### config.mk
export PLATFORM = sky130hd
export DESIGN_NAME = dual_meas_seq
export DESIGN_NICKNAME = d
export VERILOG_FILES = /design/src/rtl/dms_pkg.sv /design/src/rtl/dms_repeat.sv /design/src/rtl/dms_gap_timer.sv /design/src/rtl/dms_result.sv /design/src/rtl/dual_meas_seq.sv
export SDC_FILE = /design/constraint.sdc
export NUM_CORES = 1
export LEC_CHECK = 0
export BUFFER_PORTS_ARGS = -buffer_cell sky130_fd_sc_hd__buf_4
export CAP_MARGIN = 10
export CORE_ASPECT_RATIO = 1.1
export CORE_MARGIN = 4
export CORE_UTILIZATION = 43
export DETAILED_ROUTE_END_ITERATION = 6
export PLACE_DENSITY = 0.8
export SYNTH_ARGS = -nofsm -noshare
export SYNTH_HDL_FRONTEND = slang
export SYNTH_SLANG_ARGS = --single-unit
### constraint.sdc
create_clock -name clk -period 2.2 [get_ports clk]
set_input_delay 0.33 -clock clk [delete_from_list [all_inputs] [get_ports clk]]
set_output_delay 0.33 -clock clk [all_outputs]
set_load 0.05 [all_outputs]
### src/rtl/dms_pkg.sv
package dms_pkg;

    typedef enum logic [1:0] {
        ST_IDLE   = 2'd0,
        ST_LAUNCH = 2'd1,
        ST_WAIT   = 2'd2,
        ST_GAP    = 2'd3
    } dms_state_e;

    typedef struct packed {
        dms_state_e st;
        logic       mode;
    } dms_ctl_t;

endpackage

### src/rtl/dms_repeat.sv
module dms_repeat #(
    parameter int REP_W = 4
) (
    input  logic             clk,
    input  logic             rst_n,
    input  logic             clear,
    input  logic             advance,
    input  logic             dual_en,
    input  logic [REP_W-1:0] rep_field,
    output logic             ch_o,
    output logic             switch_o
);

    typedef struct packed {
        logic             ch;
        logic [REP_W-1:0] cnt;
    } rep_t;

    rep_t             rep_d, rep_q;
    logic [REP_W-1:0] reps;
    logic             run_end;
    logic             nxt_ch;
    logic [REP_W-1:0] nxt_cnt;

    always_comb begin
        reps    = (rep_field == '0) ? REP_W'(1) : rep_field;
        run_end = ({1'b0, rep_q.cnt} + (REP_W+1)'(1)) >= {1'b0, reps};
        if (!dual_en) begin
            nxt_ch  = 1'b0;
            nxt_cnt = '0;
        end else if (run_end) begin
            nxt_ch  = ~rep_q.ch;
            nxt_cnt = '0;
        end else begin
            nxt_ch  = rep_q.ch;
            nxt_cnt = rep_q.cnt + REP_W'(1);
        end
        switch_o = (nxt_ch != rep_q.ch);
        rep_d    = rep_q;
        if (clear) begin
            rep_d = '0;
        end else if (advance) begin
            rep_d.ch  = nxt_ch;
            rep_d.cnt = nxt_cnt;
        end
    end

    always_ff @(posedge clk or negedge rst_n) begin
        if (!rst_n) rep_q <= '0;
        else        rep_q <= rep_d;
    end

    assign ch_o = rep_q.ch;

    // a zero field gives runs of one
    a_r4_zero_field_single: assert property (@(posedge clk) disable iff (!rst_n)
        (advance && !clear && dual_en && rep_field == '0) |=> (rep_q.cnt == '0));

    // single-channel completion returns to A
    a_r10_single_back_to_a: assert property (@(posedge clk) disable iff (!rst_n)
        (advance && !dual_en) |=> (ch_o == 1'b0));

endmodule

### src/rtl/dms_gap_timer.sv
module dms_gap_timer #(
    parameter int DLY = 3
) (
    input  logic clk,
    input  logic rst_n,
    input  logic load,
    output logic last_o
);

    localparam int DLY_W = (DLY > 0) ? $clog2(DLY + 1) : 1;

    generate
        if (DLY == 0) begin : g_nogap
            assign last_o = 1'b1;
        end else begin : g_gap
            logic [DLY_W-1:0] cnt_d, cnt_q;

            always_comb begin
                cnt_d = cnt_q;
                if (load)                cnt_d = DLY_W'(DLY);
                else if (cnt_q != '0)    cnt_d = cnt_q - DLY_W'(1);
            end

            always_ff @(posedge clk or negedge rst_n) begin
                if (!rst_n) cnt_q <= '0;
                else        cnt_q <= cnt_d;
            end

            assign last_o = (cnt_q == DLY_W'(1));

            // countdown never leaves its range
            a_r8_cnt_in_range: assert property (@(posedge clk) disable iff (!rst_n)
                cnt_q <= DLY_W'(DLY));
        end
    endgenerate

endmodule

### src/rtl/dms_result.sv
module dms_result #(
    parameter int DATA_W = 16
) (
    input  logic              clk,
    input  logic              rst_n,
    input  logic              capture,
    input  logic              tag,
    input  logic [DATA_W-1:0] data,
    input  logic              rd,
    input  logic              launch,
    output logic [DATA_W:0]   res_o,
    output logic              rdy_n_o
);

    typedef struct packed {
        logic [DATA_W:0] res;
        logic            rdy_n;
    } out_t;

    out_t out_d, out_q;

    always_comb begin
        out_d = out_q;
        if (capture) begin
            out_d.res   = {tag, data};
            out_d.rdy_n = 1'b0;
        end else if (rd || launch) begin
            out_d.rdy_n = 1'b1;
        end
    end

    always_ff @(posedge clk or negedge rst_n) begin
        if (!rst_n) begin
            out_q.res   <= '0;
            out_q.rdy_n <= 1'b1;
        end else begin
            out_q <= out_d;
        end
    end

    assign res_o   = out_q.res;
    assign rdy_n_o = out_q.rdy_n;

    // a completion outranks a read in the same cycle
    a_r7_done_beats_read: assert property (@(posedge clk) disable iff (!rst_n)
        (capture && rd) |=> !rdy_n_o);

    // without capture the stored word is held
    a_r11_hold_without_capture: assert property (@(posedge clk) disable iff (!rst_n)
        !capture |=> $stable(res_o));

endmodule

### src/rtl/dual_meas_seq.sv
module dual_meas_seq
    import dms_pkg::*;
#(
    parameter int DATA_W     = 16,
    parameter int CFG_W      = 12,
    parameter int REP_W      = 4,
    parameter int SWITCH_DLY = 3
) (
    input  logic              clk,
    input  logic              rst_n,
    input  logic              dual_en,
    input  logic [CFG_W-1:0]  cfg_a,
    input  logic [CFG_W-1:0]  cfg_b,
    input  logic [CFG_W-1:0]  common_cfg,
    output logic              conv_start,
    output logic [CFG_W-1:0]  conv_cfg,
    output logic [CFG_W-1:0]  conv_common,
    output logic              conv_avg_en,
    input  logic              conv_done,
    input  logic [DATA_W-1:0] conv_data,
    input  logic              res_rd,
    output logic [DATA_W:0]   res_data,
    output logic              res_rdy_n
);

    localparam bit HAS_GAP = (SWITCH_DLY > 0);

    dms_ctl_t ctl_d, ctl_q;
    logic     ch;
    logic     sw;
    logic     gap_last;
    logic     accept;
    logic     clear;
    logic     load;

    always_comb begin
        ctl_d  = ctl_q;
        accept = 1'b0;
        clear  = 1'b0;
        load   = 1'b0;
        unique case (ctl_q.st)
            ST_IDLE: begin
                clear      = 1'b1;
                ctl_d.mode = dual_en;
                ctl_d.st   = ST_LAUNCH;
            end
            ST_LAUNCH: begin
                ctl_d.st = ST_WAIT;
            end
            ST_WAIT: begin
                if (conv_done) begin
                    accept     = 1'b1;
                    ctl_d.mode = dual_en;
                    if (sw && HAS_GAP) begin
                        load     = 1'b1;
                        ctl_d.st = ST_GAP;
                    end else begin
                        ctl_d.st = ST_LAUNCH;
                    end
                end
            end
            ST_GAP: begin
                if (gap_last) ctl_d.st = ST_LAUNCH;
            end
            default: ctl_d.st = ST_IDLE;
        endcase
    end

    always_ff @(posedge clk or negedge rst_n) begin
        if (!rst_n) begin
            ctl_q.st   <= ST_IDLE;
            ctl_q.mode <= 1'b0;
        end else begin
            ctl_q <= ctl_d;
        end
    end

    dms_repeat #(.REP_W(REP_W)) u_rep (
        .clk      (clk),
        .rst_n    (rst_n),
        .clear    (clear),
        .advance  (accept),
        .dual_en  (dual_en),
        .rep_field(common_cfg[REP_W-1:0]),
        .ch_o     (ch),
        .switch_o (sw)
    );

    dms_gap_timer #(.DLY(SWITCH_DLY)) u_gap (
        .clk   (clk),
        .rst_n (rst_n),
        .load  (load),
        .last_o(gap_last)
    );

    dms_result #(.DATA_W(DATA_W)) u_res (
        .clk    (clk),
        .rst_n  (rst_n),
        .capture(accept),
        .tag    (ch),
        .data   (conv_data),
        .rd     (res_rd),
        .launch (conv_start),
        .res_o  (res_data),
        .rdy_n_o(res_rdy_n)
    );

    assign conv_start  = (ctl_q.st == ST_LAUNCH);
    assign conv_cfg    = ch ? cfg_b : cfg_a;
    assign conv_common = common_cfg;
    assign conv_avg_en = ~ctl_q.mode;

    // start is a lone pulse
    a_r2_single_pulse: assert property (@(posedge clk) disable iff (!rst_n)
        conv_start |=> !conv_start);

    // channel frozen while a conversion is outstanding
    a_r5_ch_stable_wait: assert property (@(posedge clk) disable iff (!rst_n)
        (ctl_q.st == ST_WAIT && !conv_done) |=> $stable(ch));

    // accepted completion lowers ready
    a_r6_done_lowers_rdy: assert property (@(posedge clk) disable iff (!rst_n)
        (ctl_q.st == ST_WAIT && conv_done) |=> !res_rdy_n);

    // a start raises ready
    a_r7_start_raises_rdy: assert property (@(posedge clk) disable iff (!rst_n)
        conv_start |=> res_rdy_n);

    // channel B is never converted with averaging
    a_r9_b_never_avg: assert property (@(posedge clk) disable iff (!rst_n)
        (conv_start && ch) |-> !conv_avg_en);

    // single-channel conversions use A
    a_r10_single_is_a: assert property (@(posedge clk) disable iff (!rst_n)
        (conv_start && conv_avg_en) |-> !ch);

endmodule

# ---- Word-level counts from Yosys, hierarchy flattened
# Index checks and enable logic that the tools add are counted.
dict set report classes {
  n_addsub 3
  magnitude_cmp 1
  eq_ne 7
  mux 23
  bitwise_logic 2
  n_reduce_logical 10
}
# operator count
set op_table {}
lappend op_table {{$mux 12} 1}
lappend op_table {{$mux 4} 3}
lappend op_table {{$mux 1} 10}
lappend op_table {{$mux 5} 2}
lappend op_table {{$reduce_bool 2->1} 5}
lappend op_table {{$mux 2} 4}
lappend op_table {{$pmux 2 s4} 1}
lappend op_table {{$add 4x1->5 const B} 1}
lappend op_table {{$ge 5x4->1} 1}
lappend op_table {{$add 4x1->4 const B} 1}
lappend op_table {{$eq 2x1->1 const B} 2}
lappend op_table {{$eq 2x2->1 const B} 2}
lappend op_table {{$logic_not 4->1} 1}
lappend op_table {{$ne 2x2->1 const B} 2}
lappend op_table {{$reduce_and 2->1} 2}
lappend op_table {{$mux 3} 1}
lappend op_table {{$logic_not 2->1} 1}
lappend op_table {{$not 1->1} 2}
lappend op_table {{$pmux 1 s2} 1}
lappend op_table {{$sub 2x1->2 const B} 1}
lappend op_table {{$logic_or 1x1->1} 1}
lappend op_table {{$ne 1x1->1} 1}
dict set report word_totals {
  regBits 28
  in_bits 57
  output_inout_bits 44
  word_cells 53
}

# ---- Longest topological paths before layout
dict set report logic_depth {
  word_depth 10
  ltp_mapped 7
  depth_no_buf 7
}

# ---- By module
# From an unflattened synthesis, not the netlist that was laid out.
dict set report hier_totals {
  hier_cells 140
  hier_area_um2 1747.9
}
# mod n_inst cells_per_inst area_per_inst_um2 seq_area_each_um2
set by_module_without_submodules {}
lappend by_module_without_submodules {dms_result 1 39 716.9 451.7}
lappend by_module_without_submodules {dual_meas_seq 1 49 516.7 75.1}
lappend by_module_without_submodules {dms_repeat 1 41 396.6 125.1}
lappend by_module_without_submodules {dms_gap_timer 1 11 117.6 50.0}

# ---- Least setup slack after synthesis
# Ideal clock, no wire load.
dict set report synth_path {
  path_type {flip-flop to flip-flop}
  from {register u_rep.rep_q[0] (netlist bit)}
  to {register u_rep.rep_q, in the netlist u_rep.ch_o}
  setup_time_ps 82
  t_arrival_ps 1963
  required_time_ps 2118
  setup_slack_ps 155
  stages_incl_launch_ff 8
  n_path_buf 0
  synth_period_minus_slack_ps 2045
  cell_sequence {dfrtp_1 > ha_1 > xor2_1 > ha_1 > nand3_1 > nand2_1 > or4_1 > a31oi_1}
}
dict set report synth_via {
  elab_chain_cells 6
}
# element line_no
set synth_rtl {}
lappend synth_rtl {{start, declared} dms_repeat.sv:19} ;# rep_t rep_d, rep_q;
lappend synth_rtl {{start signal, assigned} dms_repeat.sv:50} ;# else rep_q <= rep_d;
lappend synth_rtl {{$add 4x1->5} dms_repeat.sv:27} ;# run_end = ({1'b0, rep_q.cnt} + (REP_W+1)'(1)) >= {1'b0, reps};
lappend synth_rtl {{$ge 5x4->1} dms_repeat.sv:27}
lappend synth_rtl {{$mux 1} dms_repeat.sv:31} ;# end else if (run_end) begin
lappend synth_rtl {{$mux 1} dms_repeat.sv:28} ;# if (!dual_en) begin
lappend synth_rtl {{$mux 5} dms_repeat.sv:42} ;# end else if (advance) begin
lappend synth_rtl {{$mux 5} dms_repeat.sv:40} ;# if (clear) begin
# Every way passes these cells. The select of a mux whose other input is x is not followed.
# A chain may end at the register's enable or synchronous reset.

# ---- Worst setup path after layout
# Same ends and word-level chain as after synthesis.

==> out/qor.yml <==
status:
  status: "finished, final reports clean"
layout:
  layoutNonFillerInstCount: 281
  fill_cells: 323
  antenna_cells: 0
  area_growth_pct: 42.35
  final_nets: 301
  drive_gt1_share_pct: 56.28
setup_path:
  cp_slowest_cell: "or4_1"
  cpPeakStageDelay_ns: 0.50
  crit_path_end_kind: "register"
  arrival_ns: 2.28
  required_ns: 2.40
  start_kind: "register"
  startpoint: "u_rep.rep_q[0]"
  critPathBufInv: 0
  cp_top_family: "simple AND/OR/NAND/NOR gates"
  worstSetupPathType: "reg -> reg"
  path_max_fanout: 5
  reg2reg_from: "u_rep.rep_q[0]"
  crit_chain: "ha_2, xor2_1, ha_1, nand3_1, nor2_1, or4_1, a31oi_1"
detailed_routing:
  wl_um: 3771
  dr.pass1.iters: 4
  avgViaCountPerCell: 4.897
  drc: 0
  vias: 1376
  drt.antenna.violating_nets: 0
  drtIter0Drc: 22
  wire_per_inst_um: 13.42
logic_synthesis:
  synth_seq_cells: 28
  syn_area_per_cell_um2: 10.84
  muxShareOfSynthArea_pct: 20.24
  synth_most_common_cell: "mux2_2"
  synth_top_family_by_area: "multiplexers"
  yosys.area_share.adder_pct: 8.996
  synth_top_area_share_pct: 40.48
  synth_xor_area_share_pct: 1.574
  synth_area_um2: 1669
  netlist_instances: 154
  synth-simple-area-share_pct: 10.19
  synthTopCellsByCount: "mux2_2 (30), dfrtp_1 (27), inv_1 (13)"
  synth-compound-area-share_pct: 7.571
  ys_top_cells_by_area: "dfrtp_1 (40%), mux2_2 (20%), ha_1 (9.0%)"
  synth_warnings: 0
  synth_edf_count: 0
  synthFlopType: "dfrtp_1"
  ys_seq_area_share_pct: 42.05
  synth_top_area_cell: "dfrtp_1"
  async_flop_share_pct: 100.0
  ys_types: 38
  syn-num-nets: 223
sta:
  setup_viol: 0
  fin_ws_ns: 0.1167
  fmax_ghz: 0.4800
  timing.hold.ws_ns: 0.2709
  finClkSkew_ns: 0.008436
  maxSlewHeadroom_pct: 60.34
  hold_violations: 0
  post-route-min-period_ns: 2.083
  rsz0062_at_grt: "false"
  tightest_slew_ns: 0.5949
  period_share_pct: 94.69
  drv_slew: 0
  fin_setup_tns_ns: 0
pwr:
  p_sw_w: 0.001469
  power_w: 0.003102
  sw_frac_of_total_pct: 47.34
  p_leak_nw: 1.214
  comb_power_share_pct: 58.9
  clkPwrFrac_pct: 13.2
  seq_power_share_pct: 27.9
  ir_drop_mv: 0.6892
  internal_power_w: 0.001634
  powerDensity_nw_per_um2: 1306
clocking:
  cts_buffer_depth: 2
  cts_tree: "built"
  cts_buffers: 3
  cts_root_buffer: "clkbuf_8"
  cts.sinks: 28
  clk_latency_ns: 0.28
  h-tree-depth: 1
  path_clk_slew_ns: 0.10
global_routing:
  antenna_found_initial: 0
  grt_pass1_wl_um: 5589
  gr-total-overflow: 0
  grt_start_max_net_pins: 29
  first_global_vias: 1314
  grt.total_usage_pct: 14.56
die:
  ios: 101
  die_area_um2: 4944
  start_util_pct: 45.31
  rows: 23
  chipWidth_um: 67.41
  die_h_um: 73.35
  core-area_um2: 3684
placed_design:
  dpl.hpwl_um: 3030
  io_buffers: 84
  dpl.cell_count: 275
  gp_congestion: 0.7847
  pre_cts_slack_ns: 0.08080
flow_run:
  max-cap-violations: 0
min_path:
  hold_start: "conv_data[5]"
  min_path_type: "in -> reg"
==> cell type report <==
class,count,area (µm²),share of cell area (%)
multi-input cells,97,820.8,34.54
flip-flops and latches,28,701.9,29.54
clock inverters,1,30.03,1.264
repair buffers,89,670.6,28.23
clock buffers,3,41.29,1.738
inverters,13,48.80,2.054
well taps,50,62.56,2.633
==> layer usage <==
layer / vias to the layer above / GRT usage (%) / share of wire [%]
li1: 673 / - / -
met1: 634 / 16.21 / 38
met2: 59 / 26.42 / 50
met3: 10 / 2.752 / 10
met4: 0 / 6.532 / 2.2
met5: - / 0 / 0
==> final timing paths <==
path | to | slack, ns | cells past startpoint
worst max register to register | u_rep.ch_o | 0.12 | 7
worst max-delay path | u_rep.ch_o | 0.12 | 7
worst min-delay path | u_res.res_o[5] | 0.27 | 2
max in group asynchronous | u_res.rdy_n_o | 1.40 | 2
worst min register to register | u_res.res_o[15] | 0.51 | 1
min in group asynchronous | u_res.res_o[3] | 0.48 | 2
==> layout by cell type (no fill, tap or decap), types with 2 or more instances in the layout <==
cell type / n
buf_4: 88
mux2_2: 30
clkbuf_8: 3
o21ai_0: 7
inv_1: 13
nor2_1: 3
nand2_1: 12
nand3_1: 5
o211ai_1: 2
a21oi_1: 2
ha_1: 11
dfrtp_1: 27
xor2_1: 2
==> logic make-up after synthesis <==
| group | after synthesis |
|---|---|
| AO/OA/AOI/OAI | 19 |
| XOR/XNOR | 3 |
| adder cells (fa/ha/maj) | 12 |
| buffers and inverters | 29 |
| flip-flops | 28 |
| multiplexers | 30 |
| AND/OR/NAND/NOR | 33 |
==> flip-flops by register name (all words and copies together), names as in the netlist <==
| name | count |
|---|---|
| u_res.res_o | 17 |
| u_rep.rep_q | 4 |
| ctl_q | 3 |
| u_gap.g_gap.cnt_q | 2 |
| u_rep.ch_o | 1 |
| u_res.rdy_n_o | 1 |
==> what timing repair did <==
action	4_1_cts	5_1_grt
endpoints found under the setup margin	0	1
endpoints found under the hold margin	27	0
hold buffers	1	0
buffers inserted	0	1
gates resized for setup	0	2
==> metrics by stage <==
| step | utilization (%) | cell area [µm²] |
|---|---|---|
| 2_1_floorplan | - | 1669 |
| 3_3_place_gp | 61.82 | 2277 |
| 3_5_place_dp | 61.82 | 2277 |
| 4_1_cts | 64.03 | 2359 |
| 5_1_grt | 64.50 | 2376 |
| 6_report | 64.50 | 2376 |
==> power by group through the flow <==
| stage | logic [W] | registers [W] | clock network, W |
|---|---|---|---|
| after global placement | 0.00181 | 0.000871 | 0 |
| final | 0.00183 | 0.000865 | 0.000409 |
| after floorplan | 0.000802 | 0.00141 | 0 |
| after global routing | 0.00194 | 0.000902 | 0.000428 |
| after detailed placement | 0.00184 | 0.000881 | 0 |
| after CTS | 0.00184 | 0.000870 | 0.000418 |
Power figures use the tool's default switching activity.
